`config.mk`:
```
export PLATFORM = sky130hd
export DESIGN_NAME = cm_ctrl_regs
export DESIGN_NICKNAME = d
export VERILOG_FILES = /design/src/rtl/cm_regs_pkg.sv /design/src/rtl/cm_key_guard.sv /design/src/rtl/cm_setclr_reg.sv /design/src/rtl/cm_ref_counter.sv /design/src/rtl/cm_ctrl_regs.sv
export SDC_FILE = /design/constraint.sdc
export NUM_CORES = 1
export LEC_CHECK = 0
export ABC_AREA = 1
export CAP_MARGIN = 20
export CORE_UTILIZATION = 39
export DETAILED_ROUTE_END_ITERATION = 6
export SYNTH_ARGS = -nofsm -noshare
export SYNTH_HDL_FRONTEND = slang
export SYNTH_SLANG_ARGS = --single-unit
```
`constraint.sdc`:
```
create_clock -name clk_i -period 1.7 [get_ports clk_i]
set_input_delay 0.34 -clock clk_i [delete_from_list [all_inputs] [get_ports clk_i]]
set_output_delay 0.34 -clock clk_i [all_outputs]
set_load 0.02 [all_outputs]
```
`src/rtl/cm_regs_pkg.sv`:
```
package cm_regs_pkg;
  localparam int W_ID      = 0;
  localparam int W_PROC    = 1;
  localparam int W_OSC     = 2;
  localparam int W_CTRL    = 3;
  localparam int W_STAT    = 4;
  localparam int W_LOCK    = 5;
  localparam int W_AUX     = 7;
  localparam int W_SDRAM   = 8;
  localparam int W_INIT    = 9;
  localparam int W_CNT     = 10;
  localparam int W_FLG_SET = 12;
  localparam int W_FLG_CLR = 13;
  localparam int W_NVF_SET = 14;
  localparam int W_NVF_CLR = 15;
  localparam int W_IRQ_ST  = 16;
  localparam int W_IRQ_RAW = 17;
  localparam int W_IRQ_ENS = 18;
  localparam int W_IRQ_ENC = 19;
  localparam int W_SWI_SET = 20;
  localparam int W_SWI_CLR = 21;
  localparam int W_FIQ_ST  = 24;
  localparam int W_FIQ_RAW = 25;
  localparam int W_FIQ_ENS = 26;
  localparam int W_FIQ_ENC = 27;
  localparam int W_VOLT_LO = 32;
  localparam int W_VOLT_HI = 35;

  localparam logic [31:0] ID_VAL    = 32'h411A_3001;
  localparam logic [31:0] STAT_VAL  = 32'h0010_0000;
  localparam logic [15:0] LOCK_KEY  = 16'hA05F;
  localparam logic [31:0] LOCK_OPEN = 32'h0001_A05F;
  localparam logic [31:0] OSC_RST   = 32'h0100_0048;
  localparam logic [31:0] AUX_RST   = 32'h0007_FEFF;
  localparam logic [31:0] SDRAM_RST = 32'h0001_1122;
  localparam logic [31:0] INIT_RST  = 32'h0000_0112;

  // indices into the set/clear register bank
  localparam int SC_FLG = 0;
  localparam int SC_NVF = 1;
  localparam int SC_IRQ = 2;
  localparam int SC_FIQ = 3;
  localparam int SC_NUM = 4;
endpackage

```
`src/rtl/cm_key_guard.sv`:
```
module cm_key_guard #(
  parameter int          DW      = 32,
  parameter int          KW      = 16,
  parameter logic [KW-1:0] KEY   = 16'hA05F,
  parameter logic [DW-1:0] A_RST = '0,
  parameter logic [DW-1:0] B_RST = '0
) (
  input  logic          clk_i,
  input  logic          rst_ni,
  input  logic          key_we_i,
  input  logic          a_we_i,
  input  logic          b_we_i,
  input  logic [DW-1:0] wdata_i,
  output logic [KW-1:0] key_o,
  output logic          open_o,
  output logic [DW-1:0] a_o,
  output logic [DW-1:0] b_o
);
  logic [KW-1:0] key_q;
  logic [DW-1:0] a_q, b_q;

  assign open_o = (key_q == KEY);

  always_ff @(posedge clk_i or negedge rst_ni) begin
    if (!rst_ni) begin
      key_q <= '0;
      a_q   <= A_RST;
      b_q   <= B_RST;
    end else begin
      if (key_we_i)          key_q <= wdata_i[KW-1:0];
      if (a_we_i && open_o)  a_q   <= wdata_i;
      if (b_we_i && open_o)  b_q   <= wdata_i;
    end
  end

  assign key_o = key_q;
  assign a_o   = a_q;
  assign b_o   = b_q;
endmodule

```
`src/rtl/cm_setclr_reg.sv`:
```
module cm_setclr_reg #(
  parameter int           W   = 32,
  parameter logic [W-1:0] RST = '0
) (
  input  logic         clk_i,
  input  logic         rst_ni,
  input  logic         set_i,
  input  logic         clr_i,
  input  logic [W-1:0] data_i,
  output logic [W-1:0] q_o
);
  logic [W-1:0] q;
  logic [W-1:0] set_m, clr_m;

  assign set_m = set_i ? data_i : '0;
  assign clr_m = clr_i ? data_i : '0;

  always_ff @(posedge clk_i or negedge rst_ni) begin
    if (!rst_ni) q <= RST;
    else         q <= (q | set_m) & ~clr_m;
  end

  assign q_o = q;
endmodule

```
`src/rtl/cm_ref_counter.sv`:
```
module cm_ref_counter #(
  parameter int CNT_W = 32
) (
  input  logic             clk_i,
  input  logic             rst_ni,
  input  logic             tick_i,
  output logic [CNT_W-1:0] cnt_o
);
  logic [CNT_W-1:0] cnt_q;

  always_ff @(posedge clk_i or negedge rst_ni) begin
    if (!rst_ni)     cnt_q <= '0;
    else if (tick_i) cnt_q <= cnt_q + 1'b1;
  end

  assign cnt_o = cnt_q;
endmodule

```
`src/rtl/cm_ctrl_regs.sv`:
```
module cm_ctrl_regs
  import cm_regs_pkg::*;
#(
  parameter int ADDR_W = 6,
  parameter int CNT_W  = 32
) (
  input  logic              clk_i,
  input  logic              rst_ni,
  input  logic              req_i,
  input  logic              we_i,
  input  logic [ADDR_W-1:0] addr_i,
  input  logic [31:0]       wdata_i,
  input  logic              ref_tick_i,
  output logic [31:0]       rdata_o,
  output logic              rvalid_o,
  output logic              err_o,
  output logic              led_o,
  output logic              remap_o,
  output logic              sys_rst_req_o,
  output logic              irq_o,
  output logic              fiq_o
);
  localparam int DW = 32;

  int   idx;
  logic wr, rd;
  assign idx = int'(addr_i);
  assign wr  = req_i & we_i;
  assign rd  = req_i & ~we_i;

  // write strobes
  logic wr_lock, wr_osc, wr_aux, wr_ctrl, wr_sdram, wr_init, wr_swi_s, wr_swi_c;
  logic [SC_NUM-1:0] sc_set, sc_clr;

  always_comb begin
    wr_lock  = wr && idx == W_LOCK;
    wr_osc   = wr && idx == W_OSC;
    wr_aux   = wr && idx == W_AUX;
    wr_ctrl  = wr && idx == W_CTRL;
    wr_sdram = wr && idx == W_SDRAM;
    wr_init  = wr && idx == W_INIT;
    wr_swi_s = wr && idx == W_SWI_SET;
    wr_swi_c = wr && idx == W_SWI_CLR;
    sc_set[SC_FLG] = wr && idx == W_FLG_SET;
    sc_clr[SC_FLG] = wr && idx == W_FLG_CLR;
    sc_set[SC_NVF] = wr && idx == W_NVF_SET;
    sc_clr[SC_NVF] = wr && idx == W_NVF_CLR;
    sc_set[SC_IRQ] = wr && idx == W_IRQ_ENS;
    sc_clr[SC_IRQ] = wr && idx == W_IRQ_ENC;
    sc_set[SC_FIQ] = wr && idx == W_FIQ_ENS;
    sc_clr[SC_FIQ] = wr && idx == W_FIQ_ENC;
  end

  // lock-guarded oscillator words
  logic [15:0]   lock_val;
  logic          lock_open;
  logic [DW-1:0] osc_val, aux_val;

  cm_key_guard #(
    .DW(DW), .KW(16), .KEY(LOCK_KEY), .A_RST(OSC_RST), .B_RST(AUX_RST)
  ) u_guard (
    .clk_i(clk_i), .rst_ni(rst_ni),
    .key_we_i(wr_lock), .a_we_i(wr_osc), .b_we_i(wr_aux),
    .wdata_i(wdata_i),
    .key_o(lock_val), .open_o(lock_open), .a_o(osc_val), .b_o(aux_val)
  );

  // set/clear bank: flags, nv flags, irq enable, fiq enable
  logic [DW-1:0] sc_q [SC_NUM];

  for (genvar g = 0; g < SC_NUM; g++) begin : g_sc
    cm_setclr_reg #(.W(DW)) u_sc (
      .clk_i(clk_i), .rst_ni(rst_ni),
      .set_i(sc_set[g]), .clr_i(sc_clr[g]),
      .data_i(wdata_i), .q_o(sc_q[g])
    );
  end

  // software interrupt bit
  logic swi_q;
  cm_setclr_reg #(.W(1)) u_swi (
    .clk_i(clk_i), .rst_ni(rst_ni),
    .set_i(wr_swi_s), .clr_i(wr_swi_c),
    .data_i(wdata_i[0]), .q_o(swi_q)
  );

  // reference counter
  logic [CNT_W-1:0] cnt_val;
  cm_ref_counter #(.CNT_W(CNT_W)) u_cnt (
    .clk_i(clk_i), .rst_ni(rst_ni), .tick_i(ref_tick_i), .cnt_o(cnt_val)
  );

  // control, plain storage, reset pulse
  logic          led_q, remap_q, rst_pulse_q;
  logic [DW-1:0] sdram_q, init_q;

  always_ff @(posedge clk_i or negedge rst_ni) begin
    if (!rst_ni) begin
      led_q       <= 1'b0;
      remap_q     <= 1'b0;
      rst_pulse_q <= 1'b0;
      sdram_q     <= SDRAM_RST;
      init_q      <= INIT_RST;
    end else begin
      rst_pulse_q <= wr_ctrl & wdata_i[3];
      if (wr_ctrl) begin
        led_q   <= wdata_i[0];
        remap_q <= wdata_i[2];
      end
      if (wr_sdram) sdram_q <= wdata_i;
      if (wr_init)  init_q  <= wdata_i;
    end
  end

  // interrupt levels
  logic [DW-1:0] raw;
  assign raw   = {{(DW-1){1'b0}}, swi_q};
  assign irq_o = |(raw & sc_q[SC_IRQ]);
  assign fiq_o = |(raw & sc_q[SC_FIQ]);

  // read mux
  logic [DW-1:0] rd_val;
  logic          rd_err;

  always_comb begin
    rd_val = '0;
    rd_err = 1'b0;
    case (idx) inside
      W_ID:                rd_val = ID_VAL;
      W_PROC:              rd_val = '0;
      W_OSC:               rd_val = osc_val;
      W_CTRL:              rd_val = {29'b0, remap_q, 1'b0, led_q};
      W_STAT:              rd_val = STAT_VAL;
      W_LOCK:              rd_val = lock_open ? LOCK_OPEN : {16'b0, lock_val};
      W_AUX:               rd_val = aux_val;
      W_SDRAM:             rd_val = sdram_q;
      W_INIT:              rd_val = init_q;
      W_CNT:               rd_val = DW'(cnt_val);
      W_FLG_SET:           rd_val = sc_q[SC_FLG];
      W_NVF_SET:           rd_val = sc_q[SC_NVF];
      W_IRQ_ST:            rd_val = raw & sc_q[SC_IRQ];
      W_IRQ_RAW:           rd_val = raw;
      W_IRQ_ENS:           rd_val = sc_q[SC_IRQ];
      W_SWI_SET:           rd_val = raw;
      W_FIQ_ST:            rd_val = raw & sc_q[SC_FIQ];
      W_FIQ_RAW:           rd_val = raw;
      W_FIQ_ENS:           rd_val = sc_q[SC_FIQ];
      [W_VOLT_LO:W_VOLT_HI]: rd_val = '0;
      default:             rd_err = 1'b1;
    endcase
  end

  logic [DW-1:0] rdata_q;
  logic          rvalid_q, err_q;

  always_ff @(posedge clk_i or negedge rst_ni) begin
    if (!rst_ni) begin
      rdata_q  <= '0;
      rvalid_q <= 1'b0;
      err_q    <= 1'b0;
    end else begin
      rvalid_q <= rd;
      rdata_q  <= rd ? rd_val : '0;
      err_q    <= rd & rd_err;
    end
  end

  assign rdata_o       = rdata_q;
  assign rvalid_o      = rvalid_q;
  assign err_o         = err_q;
  assign led_o         = led_q;
  assign remap_o       = remap_q;
  assign sys_rst_req_o = rst_pulse_q;
endmodule

```
==> results.yml, run 1 <==
outcome:
  status: "finished with violations"
  violations: "negative setup slack"
clock_network:
  clk_latency_ns: 0.54
  clkTransAtPathRegs_ns: 0.06
  cts_buffers: 38
  cts_tree: "done"
  clock-sinks: 342
  root_buffer: "clkbuf_16"
  ctsHtreeMaxLevel: 2
  cts_max_path_buffers: 3
logic_synthesis:
  yosysMostFrequentCell: "nand2_1"
  synth_fp_nets: 1823
  synth_top_area_frac: 0.502
  synth_area_leaders: "dfrtp_1, nand2_1, o21ai_0"
  synth_top_cell_by_area: "dfrtp_1"
  syn_area_per_cell_um2: 8.77
  synth-seq-cells: 342
  synth.distinct_cells: 45
  yosysWarnings: 0
  syn_inst: 1779
  netlist_area_mm2: 0.0156
  synthFlopType: "dfrtp_1"
  ys_seq_area_frac: 0.551
  synthArstFlopShare: 1.00
  synth_common_cells: "nand2_1, dfrtp_1, inv_1, o21ai_0, a21oi_1"
  synth-edff-count: 0
hold_path:
  min_path_type: "in -> reg"
placed_design:
  io_buffers: 81
  hpwl_um: 34400
  post-place-ws_ns: -0.907
  dp.cells: 2515
  routabilityCongestion: 0.888
  placed_area_mm2: 0.0187
power:
  clkPwrFrac: 0.437
  p_sw_frac: 0.248
  p_int_mw: 15.0
  finalPower_mw: 19.9
  p_comb_frac: 0.113
  peakVddDrop_v: 0.000580
  power_density_mw_per_mm2: 920
  seq_power_share: 0.450
  p_leak_nw: 10.5
  p_switching_mw: 4.94
routing:
  antenna_left: 0
  drt_wl_total_um: 53200
  wl_per_cell_um: 20.2
  drt_iter0_drc: 1124
  drc_errors: 0
  first_pass_iters: 5
  vias_per_cell: 5.39
  num_vias: 14200
global_route:
  grt_pass1_vias: 13700
  grt_pass1_wl_um: 81200
  grt.total_usage: 0.258
  overflow: 0
  antenna_found_initial: 0
  grt_max_degree: 60
worst_setup_path:
  worstSetupStartpointType: "flop"
  end_kind: "flop"
  path_cells: "nand3_2 -> nor2_4 -> nand3_2 -> nor2_2 -> nand4_1 -> nor4_4 -> nand2_2 -> nor2_2 -> xor2_1"
  cp_max_fo: 3
  critPathArrivalTime_ns: 2.48
  crit_type: "reg -> reg"
  crit_path_top_delay_cell: "dfrtp_1"
  slowest_delay_ns: 0.43
  cp.required_ns: 2.15
sta:
  worst_slack_ns: -0.329
  relSlewSlack: 0.668
  grt_setup_unrepaired: "yes"
  worst_slew_pin_slew_ns: 0.497
  fin_crit_ns: 2.03
  setup_viol: 87
  fin_crit_sh: 1.19
  skew_ns: 0.0127
  slew_viol_final: 0
  whs_ns: 0.226
  timing_hold_violations_final: 0
  timing.fmax_mhz: 493
finish:
  final_nets: 2134
  design_area_mm2: 0.0216
  nFillCells: 3455
  insertedDiodeCount: 0
  drive_above_1_share: 0.277
  syn_to_final_growth_pct: 38.6
  final_cells: 2637
die:
  die_w_um: 202
  dieArea_mm2: 0.0408
  fp.coreArea_mm2: 0.0391
  die_y_um: 202
  io_pins: 82
  initial_core_util: 0.399
  rows: 72
job:
  maxCapViolCount: 0
[final timing paths]
| kind | startpoint | to | slack (ns) | cells after the start |
|---|---|---|---|---|
| min in group asynchronous | rst_ni | rdata_o[27]$_DFF_PN0_ | 0.29 | 2 |
| max reg2reg | u_cnt.cnt_o[0]$_DFFE_PN0P_ | u_cnt.cnt_o[29]$_DFFE_PN0P_ | -0.33 | 9 |
| max in group asynchronous | rst_ni | u_guard.b_o[7]$_DFFE_PN1P_ | 0.66 | 3 |
| min reg2reg | u_guard.b_o[7]$_DFFE_PN1P_ | u_guard.b_o[7]$_DFFE_PN1P_ | 0.47 | 2 |
| max | u_cnt.cnt_o[0]$_DFFE_PN0P_ | u_cnt.cnt_o[29]$_DFFE_PN0P_ | -0.33 | 9 |
| min | ref_tick_i | u_cnt.cnt_o[0]$_DFFE_PN0P_ | 0.23 | 2 |
[per-layer routing]
layer / share of wire / wire [um] / global-route usage / vias up
met5: 0 / 0 / 0 / -
met4: 0.032 / 1720 / 0.0823 / 0
met3: 0.071 / 3770 / 0.0432 / 105
met2: 0.45 / 23800 / 0.388 / 578
met1: 0.45 / 23900 / 0.379 / 6981
li1: - / - / - / 6558
[flip-flops by register name (all words and copies together) (netlist names)]
register,cells
g_sc.u_sc.q_o,128
init_q,32
rdata_o,32
sdram_q,32
u_cnt.cnt_o,32
u_guard.a_o,32
u_guard.b_o,32
u_guard.key_o,16
err_o,1
led_o,1
remap_o,1
rvalid_o,1
sys_rst_req_o,1
u_swi.q_o,1
[critical path: cells and delay by family (launching register included)]
family | cells | cell delay (ns)
AND/OR/NAND/NOR | 8 | 1.34
XOR/XNOR | 1 | 0.17
flip-flops | 1 | 0.43
[power by group through the flow]
stage               Sequential, mW  Combinational (mW)  Clock, mW
CTS                           8.94                2.05       8.81
finish                        8.96                2.25       8.69
floorplan                     9.05               0.777          0
detailed placement            9.09                1.90          0
global route                  9.02                2.46       9.15
global placement              9.08                1.88          0
[through the flow]
stage | setup TNS, ns | utilization
floorplan | -0.0890 | -
global placement | -214.36 | 0.479
detailed placement | -216.42 | 0.479
CTS | -11.25 | 0.536
global route | -27.26 | 0.554
finish | -18.75 | 0.554
[area by class of cell]
| cell class | count | area, um^2 | area share |
|---|---|---|---|
| multi-input cells | 1135 | 6670 | 0.308 |
| repair buffers | 355 | 3580 | 0.166 |
| clock buffers | 62 | 1210 | 0.0561 |
| inverters | 218 | 821 | 0.0379 |
| flip-flops and latches | 342 | 8600 | 0.397 |
| well taps | 518 | 648 | 0.0299 |
| clock inverters | 7 | 110 | 0.00509 |
[cells by family (layout without fill, tap and decap cells)]
kind of cell             after synthesis  in the layout  share of synthesized area
adder cells (fa/ha/maj)                1              1                   0.000801
AO/OA/AOI/OAI                        490            490                      0.187
flip-flops                           342            342                      0.551
buffers and inverters                302            642                     0.0749
AND/OR/NAND/NOR                      614            614                      0.170
XOR/XNOR                              30             30                     0.0168
[layout by cell type, fill, tap and decap left out, types with 6 or more instances in the layout]
cell,n
nand2_1,325
inv_1,199
dfstp_2,29
o21ai_0,133
clkbuf_1,10
xnor2_1,8
inv_2,16
clkdlybuf4s50_1,34
clkbuf_16,45
nand3_1,42
o221ai_1,16
or2_0,7
nand4_1,11
xor2_1,20
nor2_1,74
a21oi_1,82
o21ai_2,43
o2bb2ai_1,6
dfrtp_1,311
a2bb2oi_1,34
nand3_2,9
o21ai_1,62
buf_16,10
nor3_1,9
o22ai_1,31
buf_4,204
buf_6,21
nand2_4,33
clkbuf_8,11
dlygate4sd2_1,38
nor2_4,11
buf_12,31
nand2_2,52
a22oi_1,59
nor2_2,12
[timing repair]
| item | CTS | global route |
|---|---|---|
| pin swaps | 9 | 22 |
| hold endpoints to repair | 23 | 0 |
| hold buffers | 1 | 0 |
| cloned | 13 | 5 |
| setup endpoints to repair | 338 | 157 |
| setup buffers | 27 | 16 |
| resized for setup | 210 | 166 |
Power figures use the tool's default switching activity.
==> run 2: changes to the inputs <==
--- a/config.mk
+++ b/config.mk
@@ -9,6 +9,8 @@
 export CAP_MARGIN = 20
 export CORE_UTILIZATION = 39
 export DETAILED_ROUTE_END_ITERATION = 6
+export HOLD_SLACK_MARGIN = 0.08
+export SETUP_SLACK_MARGIN = 0.3
 export SYNTH_ARGS = -nofsm -noshare
 export SYNTH_HDL_FRONTEND = slang
 export SYNTH_SLANG_ARGS = --single-unit
==> results.yml, run 2 (synthesized netlist as in run 1, its figures left out) <==
sta:
  worst_slack_ns: -0.298
  grt_setup_unrepaired: "yes"
  relSlewSlack: 0.698
  skew_ns: 0.0170
  fin_crit_sh: 1.18
  setup_viol: 88
  timing_hold_violations_final: 0
  worst_slew_pin_slew_ns: 0.453
  fin_crit_ns: 2.00
  slew_viol_final: 0
  timing.fmax_mhz: 501
  whs_ns: 0.225
die:
  die_w_um: 202
  initial_core_util: 0.399
  io_pins: 82
  die_y_um: 202
  fp.coreArea_mm2: 0.0391
  rows: 72
  dieArea_mm2: 0.0408
worst_setup_path:
  crit_type: "reg -> reg"
  end_kind: "flop"
  cp.required_ns: 2.17
  critPathArrivalTime_ns: 2.47
  worstSetupStartpointType: "flop"
  cp_max_fo: 6
clock_network:
  clkTransAtPathRegs_ns: 0.06
  root_buffer: "clkbuf_16"
  cts_tree: "done"
  cts_max_path_buffers: 3
  cts_buffers: 37
  clock-sinks: 342
  ctsHtreeMaxLevel: 2
  clk_latency_ns: 0.54
routing:
  vias_per_cell: 5.56
  antenna_left: 0
  drt_wl_total_um: 58100
  drt_iter0_drc: 1413
  wl_per_cell_um: 21.3
  first_pass_iters: 6
  num_vias: 15200
  drc_errors: 0
outcome:
  violations: "negative setup slack"
  status: "finished with violations"
power:
  power_density_mw_per_mm2: 831
  p_leak_nw: 11.6
  peakVddDrop_v: 0.000536
  finalPower_mw: 20.2
finish:
  design_area_mm2: 0.0243
  nFillCells: 3091
  final_nets: 2230
  most-common-layout-cells: "dfrtp_1, nand2_1, buf_4"
  largest_reg_flops: 128
  syn_to_final_growth_pct: 56.0
  fin_util: 0.623
  drive_above_1_share: 0.384
  final_common_cell: "dfrtp_1"
global_route:
  grt.total_usage: 0.262
  grt_pass1_vias: 14400
  overflow: 0
  antenna_found_initial: 1
  grt_pass1_wl_um: 82700
  grt_max_degree: 76
job:
  maxCapViolCount: 0
placed_design:
  placed_area_mm2: 0.0193
  hpwl_um: 34000
  routabilityCongestion: 0.870
  io_buffers: 81
hold_path:
  min_path_type: "in -> reg"
[run 2: final timing paths]
kind,startpoint,depth (start not counted),end,slack (ns)
max,u_guard.key_o[9]$_DFFE_PN0P_,12,u_guard.b_o[6]$_DFFE_PN1P_,-0.30
min,ref_tick_i,2,u_cnt.cnt_o[0]$_DFFE_PN0P_,0.23
max reg2reg,u_guard.key_o[9]$_DFFE_PN0P_,12,u_guard.b_o[6]$_DFFE_PN1P_,-0.30
min reg2reg,u_guard.b_o[16]$_DFFE_PN1P_,2,u_guard.b_o[16]$_DFFE_PN1P_,0.47
max in group asynchronous,rst_ni,4,u_guard.b_o[7]$_DFFE_PN1P_,0.67
min in group asynchronous,rst_ni,2,u_guard.a_o[23]$_DFFE_PN0P_,0.26
[run 2: metrics by stage]
stage	TNS [ns]	setup slack, ns	std cells
after detailed placement	-195.48	-0.842	2551
after CTS	-13.08	-0.212	2693
after floorplan	-0.0890	-0.0890	1779
after global placement	-193.91	-0.849	2551
after global routing	-22.26	-0.370	2733
final	-17.42	-0.298	2733
[run 2: area by class of cell]
type | count | area (um^2) | area share
diodes | 1 | 2.50 | 0.000103
clock buffers | 56 | 1140 | 0.0467
clock inverters | 11 | 173 | 0.00709
inverters | 218 | 857 | 0.0352
multi-input cells | 1136 | 7650 | 0.314
flip-flops and latches | 342 | 8600 | 0.353
well taps | 518 | 648 | 0.0266
repair buffers | 451 | 5280 | 0.217
[run 2: timing repair]
item,CTS,global route
resized for setup,458,324
setup endpoints to repair,369,236
buffers inserted,57,16
hold buffers,1,0
hold endpoints to repair,243,0
pin swaps,61,62
gates cloned,17,23
[run 2: routing by layer]
metal,GRT usage,share of wire,vias up
li1,-,-,6752
met5,0,0,-
met4,0.0801,0.042,0
met1,0.369,0.41,7498
met2,0.410,0.46,760
met3,0.0456,0.082,176
[run 2: worst max-delay path: stages (launching register included)]
cell     delay [ns]
dfrtp_1        0.38
nor4_1         0.28
buf_4          0.17
nand2_4        0.05
nor3_4         0.17
buf_6          0.14
buf_6          0.11
nand3_4        0.09
buf_12         0.16
buf_12         0.13
buf_16         0.14
nand2_4        0.06
o21ai_2        0.04
[run 2: where the power goes]
group          switching (mW)  total [mW]  internal [mW]  leakage (nW)
Clock                    3.39        8.63           5.24         0.645
Combinational            1.41        2.62           1.21          6.77
Sequential              0.321        8.98           8.66          4.17
Total                    5.12        20.2           15.1          11.6
==> run 3: changes to the inputs <==
==> constraint.sdc (replaced) <==
create_clock -name clk_i -period 1.7 [get_ports clk_i]
set_input_delay 0.425 -clock clk_i [delete_from_list [all_inputs] [get_ports clk_i]]
set_output_delay 0.425 -clock clk_i [all_outputs]
set_load 0.02 [all_outputs]
==> results.yml, run 3 (synthesized netlist as in run 1, its figures left out) <==
outcome:
  status: "finished with violations"
  violations: "design-rule violations, negative setup slack"
placed_design:
  io_buffers: 81
  hpwl_um: 35300
  routabilityCongestion: 0.893
sta:
  skew_ns: 0.0187
  timing_hold_violations_final: 0
  fin_crit_sh: 1.24
  setup_viol: 149
  tns_ns: -20.72
  fin_crit_ns: 2.12
  slew_viol_final: 0
  worst_slew_pin_slew_ns: 0.597
  relSlewSlack: 0.601
  worst_slack_ns: -0.416
  grt_setup_unrepaired: "yes"
  timing.fmax_mhz: 473
worst_setup_path:
  r2r_start: "u_cnt.cnt_o[1]$_DFFE_PN0P_"
  worstSetupStartpointType: "flop"
  critPathLaunch: "u_cnt.cnt_o[1]$_DFFE_PN0P_"
  crit_path_top_delay_cell: "dfrtp_1"
  crit_type: "reg -> reg"
  reg2regPathDepth: 12
  cp_max_fo: 3
  cp_common_cell: "nor2_4"
  r2r_slack_ns: -0.42
  critPathArrivalTime_ns: 2.55
  reg2reg_to: "u_cnt.cnt_o[30]$_DFFE_PN0P_"
  end_kind: "flop"
  path_cells: "ha_2 -> buf_6 -> nand4_1 -> nor2_2 -> nand2_2 -> nor2_4 -> inv_2 -> nor2_4 -> nand2_4 -> nor3_4 -> nand3_2 -> xnor2_2"
  slowest_delay_ns: 0.39
  cp.required_ns: 2.13
  critPathTopFamily: "simple AND/OR/NAND/NOR gates"
  worst-path-buf-inv: 2
routing:
  num_vias: 16400
  antenna_left: 0
  drt_wl_total_um: 70200
  drt_iter0_drc: 1631
  drc_errors: 3
  first_pass_iters: 7
  wl_per_cell_um: 25.1
  vias_per_cell: 5.88
clock_network:
  clkTransAtPathRegs_ns: 0.06
  cts_max_path_buffers: 3
  clock-sinks: 342
  root_buffer: "clkbuf_16"
  ctsHtreeMaxLevel: 2
  cts_buffers: 38
  clk_latency_ns: 0.56
  cts_tree: "done"
die:
  rows: 72
  die_y_um: 202
  die_w_um: 202
  dieArea_mm2: 0.0408
  fp.coreArea_mm2: 0.0391
  initial_core_util: 0.399
  io_pins: 82
power:
  p_leak_nw: 12.5
  peakVddDrop_v: 0.000855
  power_density_mw_per_mm2: 763
  finalPower_mw: 20.4
global_route:
  grt_pass1_wl_um: 95500
  grt_max_degree: 53
  antenna_found_initial: 0
  grt.total_usage: 0.309
  overflow: 0
  grt_pass1_vias: 16300
finish:
  drive_above_1_share: 0.493
  final_nets: 2290
  nFillCells: 2617
  insertedDiodeCount: 0
  syn_to_final_growth_pct: 71.5
  largest_reg_flops: 128
  final_common_cell: "dfrtp_1"
  most-common-layout-cells: "dfrtp_1, nand2_1, buf_4"
job:
  maxCapViolCount: 0
hold_path:
  min_path_type: "in -> async"
run 3: changes by cell type in the layout (fill, tap and decap cells not counted), sizes merged:
cell           before  now
clkdlybuf4s50      32   33
clkbuf             72   63
dlygate4sd2         3    2
bufbuf              0    2
clkinv              4   12
buf               399  463
diode               1    0
clkinvlp            1    0
inv               220  217
run 3: final cells by class:
class,count,area [um^2],share of cell area
Inverter,218,877,0.0328
Multi-Input combinational cell,1136,8930,0.334
Clock inverter,15,194,0.00724
Clock buffer,54,1080,0.0404
Tap cell,518,648,0.0242
Sequential cell,342,8600,0.321
Timing Repair Buffer,510,6440,0.241
run 3: power by group:
part	switching [mW]	internal (mW)
Clock	3.56	5.06
Combinational	1.53	1.22
Sequential	0.389	8.66
Total	5.48	14.9
run 3: through the flow:
step / hold slack [ns] / instance area, um^2 / setup slack [ns] / cells / utilization
5_1_grt: 0.404 / 26800 / -0.508 / 2793 / 0.685
3_5_place_dp: 0.362 / 19400 / -0.955 / 2538 / 0.495
3_3_place_gp: 0.363 / 19400 / -0.948 / 2538 / 0.495
4_1_cts: 0.393 / 24700 / -0.238 / 2748 / 0.632
2_1_floorplan: 0.129 / 16100 / -0.0890 / 1779 / -
6_report: 0.381 / 26800 / -0.416 / 2793 / 0.685
run 3: layer usage:
metal / global-route usage / part of all wire
met4: 0.197 / 0.074
met2: 0.499 / 0.47
met5: 0 / 0
met3: 0.0540 / 0.089
met1: 0.383 / 0.37
run 3: worst max path at each step:
| stage | slack [ns] | cells after the start | endpoint |
|---|---|---|---|
| 6_report | -0.42 | 12 | u_cnt.cnt_o[30]$_DFFE_PN0P_ |
| 5_1_grt | -0.51 | 12 | u_cnt.cnt_o[30]$_DFFE_PN0P_ |
| 4_1_cts | -0.24 | 12 | u_cnt.cnt_o[30]$_DFFE_PN0P_ |
| 3_5_place_dp | -0.95 | 11 | rdata_o[21]$_DFF_PN0_ |
| 3_3_place_gp | -0.95 | 11 | rdata_o[21]$_DFF_PN0_ |
| 2_1_floorplan | -0.09 | 11 | u_cnt.cnt_o[30]$_DFFE_PN0P_ |
run 3: what timing repair did:
item                                    CTS  global route
cloned                                   42            12
pin swaps                               135           128
endpoints found under the hold margin    25             0
buffers inserted                         98            33
hold buffers                              1             0
endpoints found under the setup margin  368           335
resized for setup                       777           382
